[config.mk]
export PLATFORM = sky130hd
export DESIGN_NAME = pfbrk_top
export DESIGN_NICKNAME = d
export VERILOG_FILES = /design/src/rtl/pfbrk_pkg.sv /design/src/rtl/pfbrk_regs.sv /design/src/rtl/pfbrk_cmp.sv /design/src/rtl/pfbrk_flag.sv /design/src/rtl/pfbrk_top.sv
export SDC_FILE = /design/constraint.sdc
export NUM_CORES = 1
export LEC_CHECK = 0
export ABC_AREA = 0
export BUFFER_PORTS_ARGS = -buffer_cell sky130_fd_sc_hd__buf_2
export CORE_ASPECT_RATIO = 0.9
export CORE_MARGIN = 2
export CORE_UTILIZATION = 50
export DETAILED_ROUTE_END_ITERATION = 10
export PLACE_DENSITY = 0.79
export SYNTH_ARGS = -nofsm -noshare
export SYNTH_HDL_FRONTEND = slang
export SYNTH_SLANG_ARGS = --single-unit
[constraint.sdc]
create_clock -name clk -period 1.61 [get_ports clk]
set_clock_uncertainty 0.1 [all_clocks]
set_input_delay 0.322 -clock clk [delete_from_list [all_inputs] [get_ports clk]]
set_output_delay 0.322 -clock clk [all_outputs]
set_load 0.01 [all_outputs]
[src/rtl/pfbrk_pkg.sv]
package pfbrk_pkg;
  localparam int BYTE_W      = 8;
  localparam int FLAG_BIT    = 7;
  localparam int EN_BIT      = 0;
  localparam int CTRL_OFFSET = 0;

  // Control byte view: flag in bit 7, enable in bit 0, rest zero.
  function automatic logic [BYTE_W-1:0] ctrl_view(input logic flag, input logic en);
    logic [BYTE_W-1:0] v;
    v = '0;
    v[FLAG_BIT] = flag;
    v[EN_BIT]   = en;
    return v;
  endfunction

  // Next-state rule of the match flag: a hit outranks the acknowledge.
  function automatic logic flag_next(input logic cur, input logic hit, input logic ack);
    if (hit)      return 1'b1;
    else if (ack) return 1'b0;
    else          return cur;
  endfunction
endpackage

[src/rtl/pfbrk_regs.sv]
module pfbrk_regs
  import pfbrk_pkg::*;
#(
  parameter int NBYTES = 3,
  parameter int RA_W   = 2
) (
  input  logic                     clk,
  input  logic                     rst_n,
  input  logic [RA_W-1:0]          reg_addr,
  input  logic                     reg_wr,
  input  logic [BYTE_W-1:0]        reg_wdata,
  input  logic                     flag,
  output logic                     en,
  output logic [NBYTES*BYTE_W-1:0] cmp_addr,
  output logic [BYTE_W-1:0]        reg_rdata
);
  logic ctrl_sel;
  logic ctrl_wr;
  assign ctrl_sel = (reg_addr == RA_W'(CTRL_OFFSET));
  assign ctrl_wr  = reg_wr && ctrl_sel;

  always_ff @(posedge clk) begin
    if (!rst_n)       en <= 1'b0;
    else if (ctrl_wr) en <= reg_wdata[EN_BIT];
  end

  logic [NBYTES-1:0] byte_sel;

  // Byte i sits at offset i+1, high byte first.
  for (genvar i = 0; i < NBYTES; i++) begin : g_byte
    localparam int LO = (NBYTES - 1 - i) * BYTE_W;
    assign byte_sel[i] = (reg_addr == RA_W'(i + 1));
    always_ff @(posedge clk) begin
      if (!rst_n)                     cmp_addr[LO +: BYTE_W] <= '0;
      else if (reg_wr && byte_sel[i]) cmp_addr[LO +: BYTE_W] <= reg_wdata;
    end
  end

  always_comb begin
    reg_rdata = '0;
    if (ctrl_sel) reg_rdata = ctrl_view(flag, en);
    for (int i = 0; i < NBYTES; i++)
      if (byte_sel[i]) reg_rdata = cmp_addr[(NBYTES - 1 - i) * BYTE_W +: BYTE_W];
  end

  p_en_write_r9: assert property (@(posedge clk) disable iff (!rst_n)
    ctrl_wr |=> (en == $past(reg_wdata[EN_BIT])));
  p_en_hold_r9: assert property (@(posedge clk) disable iff (!rst_n)
    !ctrl_wr |=> $stable(en));
endmodule

[src/rtl/pfbrk_cmp.sv]
module pfbrk_cmp
  import pfbrk_pkg::*;
#(
  parameter int NBYTES = 3
) (
  input  logic [NBYTES*BYTE_W-1:0] pf_addr,
  input  logic [NBYTES*BYTE_W-1:0] cmp_addr,
  input  logic                     pf_valid,
  input  logic                     en,
  output logic [NBYTES-1:0]        byte_eq,
  output logic                     hit
);
  function automatic logic lane_eq(input logic [BYTE_W-1:0] a, input logic [BYTE_W-1:0] b);
    return (a ^ b) == '0;
  endfunction

  for (genvar i = 0; i < NBYTES; i++) begin : g_lane
    assign byte_eq[i] = lane_eq(pf_addr[i*BYTE_W +: BYTE_W], cmp_addr[i*BYTE_W +: BYTE_W]);
  end

  assign hit = pf_valid && en && (&byte_eq);

  always_comb begin
    if (hit) a_hit_valid_r5: assert (pf_valid);
    if (hit) a_hit_en_r4: assert (en);
  end
endmodule

[src/rtl/pfbrk_flag.sv]
module pfbrk_flag
  import pfbrk_pkg::*;
(
  input  logic clk,
  input  logic rst_n,
  input  logic hit,
  input  logic ack,
  output logic flag
);
  always_ff @(posedge clk) begin
    if (!rst_n) flag <= 1'b0;
    else        flag <= flag_next(flag, hit, ack);
  end

  p_hit_sets_r3: assert property (@(posedge clk) disable iff (!rst_n)
    hit |=> flag);
  p_ack_clears_r6: assert property (@(posedge clk) disable iff (!rst_n)
    (ack && !hit) |=> !flag);
  p_hit_wins_r7: assert property (@(posedge clk) disable iff (!rst_n)
    (ack && hit) |=> flag);
  p_flag_hold_r8: assert property (@(posedge clk) disable iff (!rst_n)
    (!hit && !ack) |=> $stable(flag));
endmodule

[src/rtl/pfbrk_top.sv]
module pfbrk_top
  import pfbrk_pkg::*;
#(
  parameter int ADDR_W = 24,
  localparam int NBYTES = ADDR_W / BYTE_W,
  localparam int RA_W   = $clog2(NBYTES + 1)
) (
  input  logic              clk,
  input  logic              rst_n,
  input  logic [RA_W-1:0]   reg_addr,
  input  logic              reg_wr,
  input  logic [BYTE_W-1:0] reg_wdata,
  output logic [BYTE_W-1:0] reg_rdata,
  input  logic              pf_valid,
  input  logic [ADDR_W-1:0] pf_addr,
  input  logic              brk_ack,
  output logic              brk_req
);
  logic              en;
  logic              flag;
  logic              hit;
  logic [NBYTES-1:0] byte_eq;
  logic [ADDR_W-1:0] cmp_addr;

  pfbrk_regs #(.NBYTES(NBYTES), .RA_W(RA_W)) u_regs (
    .clk(clk), .rst_n(rst_n), .reg_addr(reg_addr), .reg_wr(reg_wr),
    .reg_wdata(reg_wdata), .flag(flag), .en(en), .cmp_addr(cmp_addr),
    .reg_rdata(reg_rdata)
  );

  pfbrk_cmp #(.NBYTES(NBYTES)) u_cmp (
    .pf_addr(pf_addr), .cmp_addr(cmp_addr), .pf_valid(pf_valid), .en(en),
    .byte_eq(byte_eq), .hit(hit)
  );

  pfbrk_flag u_flag (
    .clk(clk), .rst_n(rst_n), .hit(hit), .ack(brk_ack), .flag(flag)
  );

  assign brk_req = flag & en;

  p_disable_drops_req_r10: assert property (@(posedge clk) disable iff (!rst_n)
    (flag && !brk_ack && reg_wr && reg_addr == RA_W'(CTRL_OFFSET) && !reg_wdata[EN_BIT])
      |=> (!brk_req && flag));
  p_req_needs_match_r10: assert property (@(posedge clk) disable iff (!rst_n)
    $rose(brk_req) |-> ($past(hit) || $rose(en)));
endmodule

==> flow_metrics.py <==
metrics = {
    "outcome": {
        "outcome": "finished, violations left",
        "violations": "setup timing",
    },
    "detailed_routing": {
        "wl_per_cell_um": 15.5,
        "remaining_drc_errors": 0,
        "first_iter_violations": 38,
        "drt_wl_total_um": 3990,
        "num_vias": 1369,
        "avgViaCountPerCell": 5.33,
        "ant_nets": 0,
        "dr.pass1.iters": 4,
    },
    "logic_synthesis": {
        "synthCells": 146,
        "synth.distinct_cells": 21,
        "synth_area_um2": 1440,
        "yosysTopAreaCell": "dfxtp_1",
        "synth_top_area_share_pct": 36.0,
        "yosysWarnings": 0,
        "synth-adder-area-share_pct": 0,
        "synth.avg_cell_area_um2": 9.89,
        "synth_area_leaders": "dfxtp_1 (36%), mux2i_1 (12%), xor2_1 (10%)",
        "ys_ff_latch": 26,
        "synth_fp_nets": 185,
        "synth_compound_area_share_pct": 8.15,
        "muxShareOfSynthArea_pct": 19.6,
        "synth_xor_area_share_pct": 14.6,
        "yosysSeqAreaShare_pct": 36.0,
        "synthSimpleGateAreaFrac_pct": 19.4,
        "synth_top_family_by_area": "multiplexers",
    },
    "critical_path": {
        "worstReg2RegEnd": "u_flag.flag",
        "cp.required_ns": 1.19,
        "start_kind": "register",
        "crit_type": "reg2out",
        "r2r_slack_ns": 0.07,
        "path_max_fanout": 2,
        "endpoint_kind": "output pin",
        "critPathCapture": "reg_rdata[7]",
        "reg2regPathDepth": 5,
        "worstPathArrival_ns": 1.31,
        "r2r_start": "u_regs.cmp_addr[0]",
        "cp-startpoint": "u_regs.cmp_addr[7]",
    },
    "timing": {
        "slew_viol_final": 0,
        "layout_min_cycle_time_ns": 1.73,
        "fmax_mhz": 577,
        "setup_violations": 8,
        "fin_hold_ws_ns": 0.144,
        "rsz0062_at_grt": "true",
        "final.period_utilization_pct": 108,
        "max_slew_margin_pct": 76.5,
        "worstMarginPinSlew_ns": 0.349,
        "setup_slack_ns": -0.123,
        "final_hold_viol_count": 0,
    },
    "placement": {
        "hpwl_um": 2730,
        "place_area_um2": 1780,
        "post-place-ws_ns": -0.101,
        "routabilityCongestion": 0.813,
        "io_buffers": 47,
    },
    "power": {
        "p_seq_share_pct": 54.9,
        "intPower_uw": 907,
        "power.density_nw_per_um2": 619,
        "combPwrFrac_pct": 22.4,
        "p_switching_uw": 337,
        "p_leak_nw": 1.00,
        "finalPower_mw": 1.24,
        "swShare_pct": 27.1,
        "peakVddDrop_mv": 0.338,
        "power_frac_clock_pct": 22.7,
    },
    "global_routing": {
        "grt.overflow.total": 0,
        "track_usage_pct": 24.1,
        "antenna_found_initial": 0,
        "grt_max_degree": 27,
        "grt_pass1_vias": 1280,
        "grt_pass1_wl_um": 5790,
    },
    "worst_hold_path": {
        "min_path_type": "in2reg",
    },
    "clock_tree": {
        "clkSinkCount": 26,
        "tritoncts": "built",
        "htree_levels": 1,
        "cts_buffers": 3,
        "clockBufferDepth": 2,
        "clock_latency_ns": 0.33,
        "clk_pin_slew_worst_paths_ns": 0.14,
        "cts_root_buf": "clkbuf_4",
    },
    "run": {
        "cap_violations": 0,
    },
    "floorplanning": {
        "start_util_pct": 52.6,
        "die_y_um": 55.0,
        "fp-row-count": 18,
        "core_um2": 2750,
        "die_w_um": 60.6,
        "io_pins": 48,
        "dieArea_um2": 3330,
    },
    "finish": {
        "final_util_pct": 73.2,
        "nNetsFinal": 258,
        "syn_to_final_growth_pct": 39.3,
        "n_antenna_cell": 0,
        "fill_cells": 211,
        "fin_area_um2": 2010,
        "drive_above_1_share_pct": 51.2,
    },
}
[per-layer routing]
metal	track usage [%]	wire length [um]
met2	40.0	1920
met4	13.0	150
met1	30.0	1690
met5	0	0
met3	4.19	225
[cell usage after synthesis (all sizes together)]
cell type	n
dfxtp	26
nor2b	18
mux2i	17
xor2	17
nand3	11
nand2	9
a21boi	8
xnor2	7
a22o	6
mux2	6
buf	5
nor4	4
clkbuf	2
mux4	2
nand3b	2
nand4	2
and2	1
nor3b	1
o21ai	1
or4	1
[worst min path at each step]
stage / from / cells after the start / to
2_1_floorplan: u_flag.flag / 2 / u_flag.flag
3_3_place_gp: u_flag.flag / 2 / u_flag.flag
3_5_place_dp: u_regs.cmp_addr[20] / 2 / u_regs.cmp_addr[20]
4_1_cts: brk_ack / 3 / u_flag.flag
5_1_grt: reg_wdata[7] / 3 / u_regs.cmp_addr[23]
6_report: brk_ack / 3 / u_flag.flag
[layout make-up]
type / instances / area, um2 / share of cell area [%]
sequential: 26 / 546 / 27.1
multi-input combinational: 113 / 932 / 46.4
clock buffer: 3 / 22.5 / 1.12
tap: 40 / 50.0 / 2.49
timing repair buffer: 75 / 460 / 22.9
[flip-flops by register name, indices dropped and copies added (netlist names)]
register         cells
u_regs.en            1
u_regs.cmp_addr     24
u_flag.flag          1
[worst max-delay path, stage by stage (launching register included)]
cell and delay [ns]:
dfxtp_2 0.36, mux4_2 0.49, buf_6 0.14
[cell families (layout without fill, tap and decap cells)]
family / Yosys count / in the layout
and+or+nand+nor: 49 / 49
DFF: 26 / 26
muxes: 25 / 25
xor gates and xnor gates: 24 / 24
AOI/OAI and AO/OA: 15 / 15
buffers and inverters: 7 / 78
[repair_timing]
action / CTS / global route
gates resized for setup: 24 / 6
pin swaps: 0 / 3
setup endpoints to repair: 8 / 9
endpoints found under the hold margin: 0 / 0
buffers inserted: 17 / 0
hold buffers: 0 / 0
[power groups by stage]
stage	clock, mW	combinational [mW]	sequential [mW]
2_1_floorplan	0	0.128	0.693
3_3_place_gp	0	0.227	0.698
3_5_place_dp	0	0.233	0.699
4_1_cts	0.280	0.265	0.681
5_1_grt	0.305	0.299	0.684
6_report	0.283	0.278	0.682
[layout by cell type, fill, tap and decap left out, drive strengths merged, types with 3 or more instances in the layout]
cell type | synthesis | layout
a21boi | 8 | 8
nor2b | 18 | 18
nor4 | 4 | 4
nand2 | 9 | 9
dfxtp | 26 | 26
xor2 | 17 | 17
mux2 | 6 | 6
mux2i | 17 | 17
nand3 | 11 | 11
xnor2 | 7 | 7
a22o | 6 | 6
buf | 5 | 75
clkbuf | 2 | 3
[through the flow]
step / setup TNS [ns] / cells
2_1_floorplan: 0 / 146
3_3_place_gp: -0.502 / 237
3_5_place_dp: -1.04 / 237
4_1_cts: -0.471 / 257
5_1_grt: -0.846 / 257
6_report: -0.599 / 257
No activity file was read; power rests on OpenSTA's default activity.
